**config.mk**
```make
export PLATFORM = sky130hd
export DESIGN_NAME = usb_in_ep_ctrl
export DESIGN_NICKNAME = d
export VERILOG_FILES = /design/src/rtl/usb_in_ep_pkg.sv /design/src/rtl/usb_in_ep_fifo.sv /design/src/rtl/usb_in_ep_fsm.sv /design/src/rtl/usb_in_ep_irq.sv /design/src/rtl/usb_in_ep_ctrl.sv
export SDC_FILE = /design/constraint.sdc
export NUM_CORES = 1
export LEC_CHECK = 0
export ABC_CLOCK_PERIOD_IN_PS = 6900
export BUFFER_PORTS_ARGS = -buffer_cell sky130_fd_sc_hd__buf_2
export CORE_ASPECT_RATIO = 0.9
export CORE_MARGIN = 1.5
export CORE_UTILIZATION = 40
export CTS_BUF_LIST = sky130_fd_sc_hd__clkbuf_16
export DETAILED_ROUTE_END_ITERATION = 12
export MAX_ROUTING_LAYER = met4
export SLEW_MARGIN = 25
export SYNTH_ARGS = -nofsm -noshare
export SYNTH_HDL_FRONTEND = slang
export SYNTH_SLANG_ARGS = --single-unit
```
**constraint.sdc**
```tcl
create_clock -name clk -period 6.9 [get_ports clk]
set_input_delay 0.345 -clock clk [delete_from_list [all_inputs] [get_ports clk]]
set_output_delay 0.345 -clock clk [all_outputs]
set_load 0.02 [all_outputs]
```
**src/rtl/usb_in_ep_pkg.sv**
```systemverilog
`timescale 1ns/1ps
package usb_in_ep_pkg;
    typedef enum logic [1:0] {
        RSP_DATA  = 2'd0,
        RSP_NAK   = 2'd1,
        RSP_STALL = 2'd2,
        RSP_ZLP   = 2'd3
    } rsp_e;

    typedef enum logic [1:0] {
        ST_IDLE,
        ST_RESP,
        ST_STREAM,
        ST_DONE
    } ep_state_e;

    localparam int RDY_BIT   = 0;
    localparam int FLUSH_BIT = 3;
    localparam int ISO_BIT   = 6;

    localparam int CAUSE_SENT  = 0;
    localparam int CAUSE_FLUSH = 1;
    localparam int CAUSE_STALL = 2;
    localparam int N_CAUSE     = 3;
endpackage

```
**src/rtl/usb_in_ep_fifo.sv**
```systemverilog
`timescale 1ns/1ps
module usb_in_ep_fifo #(
    parameter int DW    = 8,
    parameter int DEPTH = 16
) (
    input  logic          clk,
    input  logic          rst_n,
    input  logic          push,
    input  logic [DW-1:0] push_data,
    input  logic          pop,
    input  logic          flush,
    output logic [DW-1:0] rd_data,
    output logic [$clog2(DEPTH):0] level
);
    localparam int AW = $clog2(DEPTH);
    localparam int LW = AW + 1;

    logic [DW-1:0] mem [DEPTH];
    logic [AW-1:0] wr_ptr, rd_ptr;
    logic          push_ok, pop_ok;

    function automatic logic [AW-1:0] step(input logic [AW-1:0] p);
        return (p == AW'(DEPTH - 1)) ? '0 : p + 1'b1;
    endfunction

    assign push_ok = push && (level != LW'(DEPTH)) && !flush;
    assign pop_ok  = pop && (level != '0) && !flush;
    assign rd_data = mem[rd_ptr];

    always_ff @(posedge clk) begin
        if (push_ok) mem[wr_ptr] <= push_data;
    end

    always_ff @(posedge clk) begin
        if (!rst_n || flush) begin
            wr_ptr <= '0;
            rd_ptr <= '0;
            level  <= '0;
        end else begin
            if (push_ok) wr_ptr <= step(wr_ptr);
            if (pop_ok)  rd_ptr <= step(rd_ptr);
            unique case ({push_ok, pop_ok})
                2'b10:   level <= level + 1'b1;
                2'b01:   level <= level - 1'b1;
                default: level <= level;
            endcase
        end
    end
endmodule

```
**src/rtl/usb_in_ep_fsm.sv**
```systemverilog
`timescale 1ns/1ps
module usb_in_ep_fsm
    import usb_in_ep_pkg::*;
#(
    parameter int LW = 5
) (
    input  logic          clk,
    input  logic          rst_n,
    input  logic          tok_in,
    input  logic          stall,
    input  logic          rdy,
    input  logic          iso,
    input  logic [LW-1:0] level,
    output logic          idle,
    output logic          resp_valid,
    output rsp_e          resp_code,
    output logic          tx_valid,
    output logic          tx_last,
    output logic          pop,
    output logic          done
);
    ep_state_e state_q, state_d;
    rsp_e      rsp_q, rsp_d;
    logic      deliver_q;

    always_comb begin
        if (stall)    rsp_d = RSP_STALL;
        else if (rdy) rsp_d = (level == '0) ? RSP_ZLP : RSP_DATA;
        else          rsp_d = iso ? RSP_ZLP : RSP_NAK;
    end

    // state register
    always_ff @(posedge clk) begin
        if (!rst_n) begin
            state_q   <= ST_IDLE;
            rsp_q     <= RSP_NAK;
            deliver_q <= 1'b0;
        end else begin
            state_q <= state_d;
            if (state_q == ST_IDLE && tok_in) begin
                rsp_q     <= rsp_d;
                deliver_q <= rdy && !stall;
            end
        end
    end

    // transitions
    always_comb begin
        state_d = state_q;
        unique case (state_q)
            ST_IDLE:   if (tok_in) state_d = ST_RESP;
            ST_RESP: begin
                if (rsp_q == RSP_DATA) state_d = ST_STREAM;
                else if (deliver_q)    state_d = ST_DONE;
                else                   state_d = ST_IDLE;
            end
            ST_STREAM: if (level <= LW'(1)) state_d = ST_DONE;
            ST_DONE:   state_d = ST_IDLE;
            default:   state_d = ST_IDLE;
        endcase
    end

    // outputs
    always_comb begin
        idle       = 1'b0;
        resp_valid = 1'b0;
        tx_valid   = 1'b0;
        tx_last    = 1'b0;
        done       = 1'b0;
        resp_code  = rsp_q;
        unique case (state_q)
            ST_IDLE:   idle = 1'b1;
            ST_RESP:   resp_valid = 1'b1;
            ST_STREAM: begin
                tx_valid = 1'b1;
                tx_last  = (level == LW'(1));
            end
            ST_DONE:   done = 1'b1;
            default:   idle = 1'b0;
        endcase
        pop = tx_valid;
    end
endmodule

```
**src/rtl/usb_in_ep_irq.sv**
```systemverilog
`timescale 1ns/1ps
module usb_in_ep_irq #(
    parameter int N = 3
) (
    input  logic         clk,
    input  logic         rst_n,
    input  logic [N-1:0] set_ev,
    input  logic [N-1:0] clr,
    output logic [N-1:0] cause,
    output logic         irq
);
    for (genvar i = 0; i < N; i++) begin : g_cause
        always_ff @(posedge clk) begin
            if (!rst_n)         cause[i] <= 1'b0;
            else if (set_ev[i]) cause[i] <= 1'b1;
            else if (clr[i])    cause[i] <= 1'b0;
        end
    end

    assign irq = |cause;
endmodule

```
**src/rtl/usb_in_ep_ctrl.sv**
```systemverilog
`timescale 1ns/1ps
module usb_in_ep_ctrl
    import usb_in_ep_pkg::*;
#(
    parameter int DW    = 8,
    parameter int DEPTH = 16
) (
    input  logic                   clk,
    input  logic                   rst_n,
    input  logic                   fifo_wr,
    input  logic [DW-1:0]          fifo_wdata,
    input  logic                   csr_lo_we,
    input  logic [7:0]             csr_lo_wdata,
    input  logic                   csr_hi_we,
    input  logic [7:0]             csr_hi_wdata,
    input  logic [2:0]             irq_clr,
    input  logic                   hw_stall,
    input  logic                   tok_in,
    output logic                   resp_valid,
    output logic [1:0]             resp_code,
    output logic                   tx_valid,
    output logic [DW-1:0]          tx_data,
    output logic                   tx_last,
    output logic                   pkt_rdy,
    output logic                   iso_mode,
    output logic [$clog2(DEPTH):0] ep_level,
    output logic [2:0]             irq_cause,
    output logic                   irq
);
    localparam int LW = $clog2(DEPTH) + 1;

    logic   idle, pop, done, push;
    logic   flush_act, rdy_set, stall_q;
    rsp_e   code;
    logic [N_CAUSE-1:0] set_ev;
    logic   unused_bits;

    assign unused_bits = ^{csr_lo_wdata[7:4], csr_lo_wdata[2:1],
                           csr_hi_wdata[7], csr_hi_wdata[5:0]};

    assign flush_act = csr_lo_we && csr_lo_wdata[FLUSH_BIT] && idle && (ep_level != '0);
    assign rdy_set   = csr_lo_we && csr_lo_wdata[RDY_BIT] && !flush_act;
    assign push      = fifo_wr && !pkt_rdy;

    always_ff @(posedge clk) begin
        if (!rst_n) begin
            pkt_rdy  <= 1'b0;
            iso_mode <= 1'b0;
            stall_q  <= 1'b0;
        end else begin
            stall_q <= hw_stall;
            if (done || flush_act) pkt_rdy <= 1'b0;
            else if (rdy_set)      pkt_rdy <= 1'b1;
            if (csr_hi_we)         iso_mode <= csr_hi_wdata[ISO_BIT];
        end
    end

    usb_in_ep_fifo #(.DW(DW), .DEPTH(DEPTH)) fifo_i (
        .clk       (clk),
        .rst_n     (rst_n),
        .push      (push),
        .push_data (fifo_wdata),
        .pop       (pop),
        .flush     (flush_act),
        .rd_data   (tx_data),
        .level     (ep_level)
    );

    usb_in_ep_fsm #(.LW(LW)) fsm_i (
        .clk        (clk),
        .rst_n      (rst_n),
        .tok_in     (tok_in),
        .stall      (hw_stall),
        .rdy        (pkt_rdy),
        .iso        (iso_mode),
        .level      (ep_level),
        .idle       (idle),
        .resp_valid (resp_valid),
        .resp_code  (code),
        .tx_valid   (tx_valid),
        .tx_last    (tx_last),
        .pop        (pop),
        .done       (done)
    );

    assign resp_code = code;

    always_comb begin
        set_ev              = '0;
        set_ev[CAUSE_SENT]  = done;
        set_ev[CAUSE_FLUSH] = flush_act;
        set_ev[CAUSE_STALL] = hw_stall && !stall_q;
    end

    usb_in_ep_irq #(.N(N_CAUSE)) irq_i (
        .clk    (clk),
        .rst_n  (rst_n),
        .set_ev (set_ev),
        .clr    (irq_clr),
        .cause  (irq_cause),
        .irq    (irq)
    );
endmodule

```
==> results.md <==
- Hold Buf Count CTS: 0
- Async set-reset flop share out of synthesis: 0%
- # DRC: 0
- Compound-Gate Fraction of Synth Area: 5.24%
- Die Y: 122 microns
- Synth Area in Adders: 1.99%
- Req. time, crit path: 6.94 ns
- CTS tree: done
- Largest family of logic cells by synthesized area: multiplexers
- Synthesized cell area: 6270 sq um
- GR Util met2: 25.7%
- Post-CTS Setup Inserts: 0
- Met3 Use GR: 4.45%
- Yosys cell types: 47
- Combinational power share: 6.3%
- VDD IR max: 0.170 mV
- GR Util met1: 21.7%
- Crit path time final: 2.97 ns
- Pre-CTS setup slack: 3.92 ns
- Grt total ovfl: 0
- Reg area: 4410 sq um
- Synth Area in Simple Gates: 7.30%
- XOR/XNOR share of the synthesized area: 0.977%
- Routed len/inst: 19.5 microns
- Unrepaired setup endpoints after global routing: false
- Clock Power Share: 42.6%
- Delay-heaviest family, CP: simple AND/OR/NAND/NOR gates
- Cts repair resizes: 0
- Syn_area_per_cell: 17.2 sq um
- Primary FF master, synth: edfxtp_1
- CP Buf/Inv Count: 1
- Slew margin rel.: 38.7%
- H-tree depth: 4
- Clock-pin slew on the worst setup and hold paths: 0.06 ns
- First-pass GRT wire length: 19.2 mm
- CP Capture Type: flip-flop
- Setup CP Type: reg -> reg
- Arr. time, crit path: 3.01 ns
- # IOs: 58
- Status: complete, no violations
- Routed via count: 3327
- Clk Latency, worst-skew pair: 0.42 ns
- Horiz. Die Dim: 135 microns
- Post-synth EDFFs: 128
- Total Power: 0.00206 W
- Tcrit/Tclk final: 43.0%
- Final GP Congestion: 0.782
- CP peak stage delay: 0.72 ns
- Fill count: 1364
- GRT Total Usage: 16.6%
- Int Pwr: 0.00161 W
- Hold Path Class: in -> reg
- Min setup slack post-route: 3.93 ns
- Post-DRT Antenna Nets: 0
- Post-route setup TNS: 0 ns
- Critical path peak fanout: 13
- Vias in the first global route: 3388
- Seq pwr share: 51.1%
- Num CTS Buffers: 17
- Peak Freq: 0.337 GHz
- Worst-Margin Slew: 0.917 ns
- Layout cells sized above 1: 29.7%
- Post-Syn Instances: 364
- Net Count, Synth: 408
- Initial DRC count: 290
- First-pass iteration count of the detailed router: 4
- Clock Sinks: 156
- DP HPWL: 7.81 mm
- Largest net degree at the start of global routing: 33
- Post-synthesis mux area share: 12.3%
- CTS max path bufs: 2
- Final slew viol count: 0
- Leak: 2.48 nW
- Root Buffer: clkbuf_16
- Core area: 15400 sq um
- PD cells: 284 nW/um^2
- Final nets: 460
- Overall routed net length: 12.3 mm
- Initial antenna violation count: 0
- Syn. warnings: 0
- P&R area growth vs syn: 15.7%
- CP max-delay cell: nor2_1
- Net Sw Frac: 21.8%
- Max-cap violations: 0
- Fin. Hold Viols: 0
- Synth Register Bits: 156
- Via density: 5.28
- Sequential fraction of the synthesis area: 70.2%
- Die area: 16400 sq um
- Initial Utilization: 40.8%
- CP startpoint kind: flip-flop
- Inserted Diodes: 0
- Worst hold margin: 0.176 ns
- Buffers on Ports: 44
- Setup violators final: 0
- Net Sw Power: 0.000448 W
- Row Count: 43
- Area occupied by multi-input gates: 1740 sq um
- Fin Clk Skew: 0.0100 ns
- Critical-path cell list: inv_1 -> ha_1 -> or4b_4 -> a211oi_4 -> nand2_1 -> nor2_1
- Most crowded layer after global routing: met2
## area by class of cell
cell class / instances / share of cell area, %
Timing Repair Buffer: 50 / 3.66
Clock inverter: 14 / 1.79
Inverter: 9 / 0.466
Clock buffer: 17 / 5.86
Multi-Input combinational cell: 182 / 24.0
Sequential cell: 156 / 60.7
Tap cell: 202 / 3.48
## power by group through the flow
stage | Clock, W | Combinational (W) | Sequential, W
after global placement | 0 | 0.000127 | 0.00107
after CTS | 0.000893 | 0.000131 | 0.00105
after global routing | 0.000935 | 0.000144 | 0.00105
after detailed placement | 0 | 0.000131 | 0.00107
after floorplan | 0 | 0.0000811 | 0.00107
final | 0.000878 | 0.000129 | 0.00105
## worst reg2reg max path: cells and delay by family, from the launching register on
kind	cells	cell delay, ns
AND/OR/NAND/NOR	3	1.40
AO/OA/AOI/OAI	1	0.51
flip-flops	1	0.36
adder cells (fa/ha/maj)	1	0.18
buffers and inverters	1	0.14
## stage by stage
| step | instances | util [%] | area [sq um] |
|---|---|---|---|
| final | 630 | 47.2 | 7260 |
| after CTS | 630 | 47.2 | 7260 |
| after detailed placement | 599 | 43.6 | 6700 |
| after global placement | 599 | 43.6 | 6700 |
| after global routing | 630 | 47.2 | 7260 |
| after floorplan | 364 | - | 6270 |
## cell usage after synthesis, types with 3 or more instances
library cell / instances / area [sq um]
nand2_1: 19 / 71.3
a21oi_1: 11 / 55.1
buf_1: 4 / 15.0
nand2b_1: 4 / 25.0
and3_2: 6 / 45.0
nor2b_1: 6 / 37.5
a31oi_1: 3 / 18.8
a22oi_1: 16 / 120
buf_2: 4 / 20.0
clkbuf_1: 5 / 18.8
xor2_1: 4 / 35.0
xnor2_1: 3 / 26.3
nor3_1: 8 / 40.0
mux2i_1: 5 / 50.1
ha_1: 10 / 125
buf_6: 3 / 33.8
nor2_1: 22 / 82.6
inv_1: 8 / 30.0
mux4_2: 32 / 721
edfxtp_1: 128 / 3840
dfxtp_1: 28 / 561
## flip-flops by register name, summed over array words and instances, names as in the netlist, named ones only
signal,cells
fifo_i.wr_ptr,4
irq_i.cause,3
pkt_rdy,1
stall_q,1
fifo_i.mem,128
fsm_i.resp_code,2
iso_mode,1
fifo_i.rd_ptr,4
fifo_i.level,5
fsm_i.deliver_q,1
fsm_i.state_q,1
## worst paths after layout
check | slack, ns | start | endpoint | cells past startpoint
max | 3.93 | fifo_i.level[1] | fifo_i.mem[13][3] | 6
min | 0.18 | csr_hi_wdata[6] | iso_mode | 3
max reg2reg | 3.93 | fifo_i.level[1] | fifo_i.mem[13][3] | 6
min reg2reg | 0.49 | fsm_i.deliver_q | fsm_i.deliver_q | 2
## routing by layer
metal,share of wire [%],vias to the layer above
met2,48,103
met1,46,1671
li1,-,1541
met3,5.1,12
met4,1.1,0
met5,0,-
## kinds of logic after synthesis
| logic type | after synthesis |
|---|---|
| XOR/XNOR | 7 |
| buffers and inverters | 26 |
| AO/OA/AOI/OAI | 44 |
| multiplexers | 37 |
| flip-flops | 156 |
| AND/OR/NAND/NOR | 84 |
| adder cells (fa/ha/maj) | 10 |
## placed cells by master (no fill, tap or decap), types with 2 or more instances in the layout
cell type and count:
dfxtp_1 27, buf_2 44, nor2b_1 6, mux4_2 32
bufinv_16 2, nand3_1 2, xnor2_1 3, nand2_1 19
and2b_1 2, a21oi_1 11, inv_1 10, edfxtp_1 128
clkinv_2 4, a211oi_1 2, clkbuf_16 17, a211oi_2 2
nor2_1 22, clkinv_4 2, and3_2 6, nand2b_1 4
nor3_1 8, a41oi_1 2, a22oi_1 16, nand4b_1 2
buf_4 6, o21bai_1 2, clkinv_1 2, xor2_1 4
a31oi_1 3, ha_1 10, and2_1 2, mux2i_1 5
and4bb_2 2
Power figures use the tool's default switching activity.
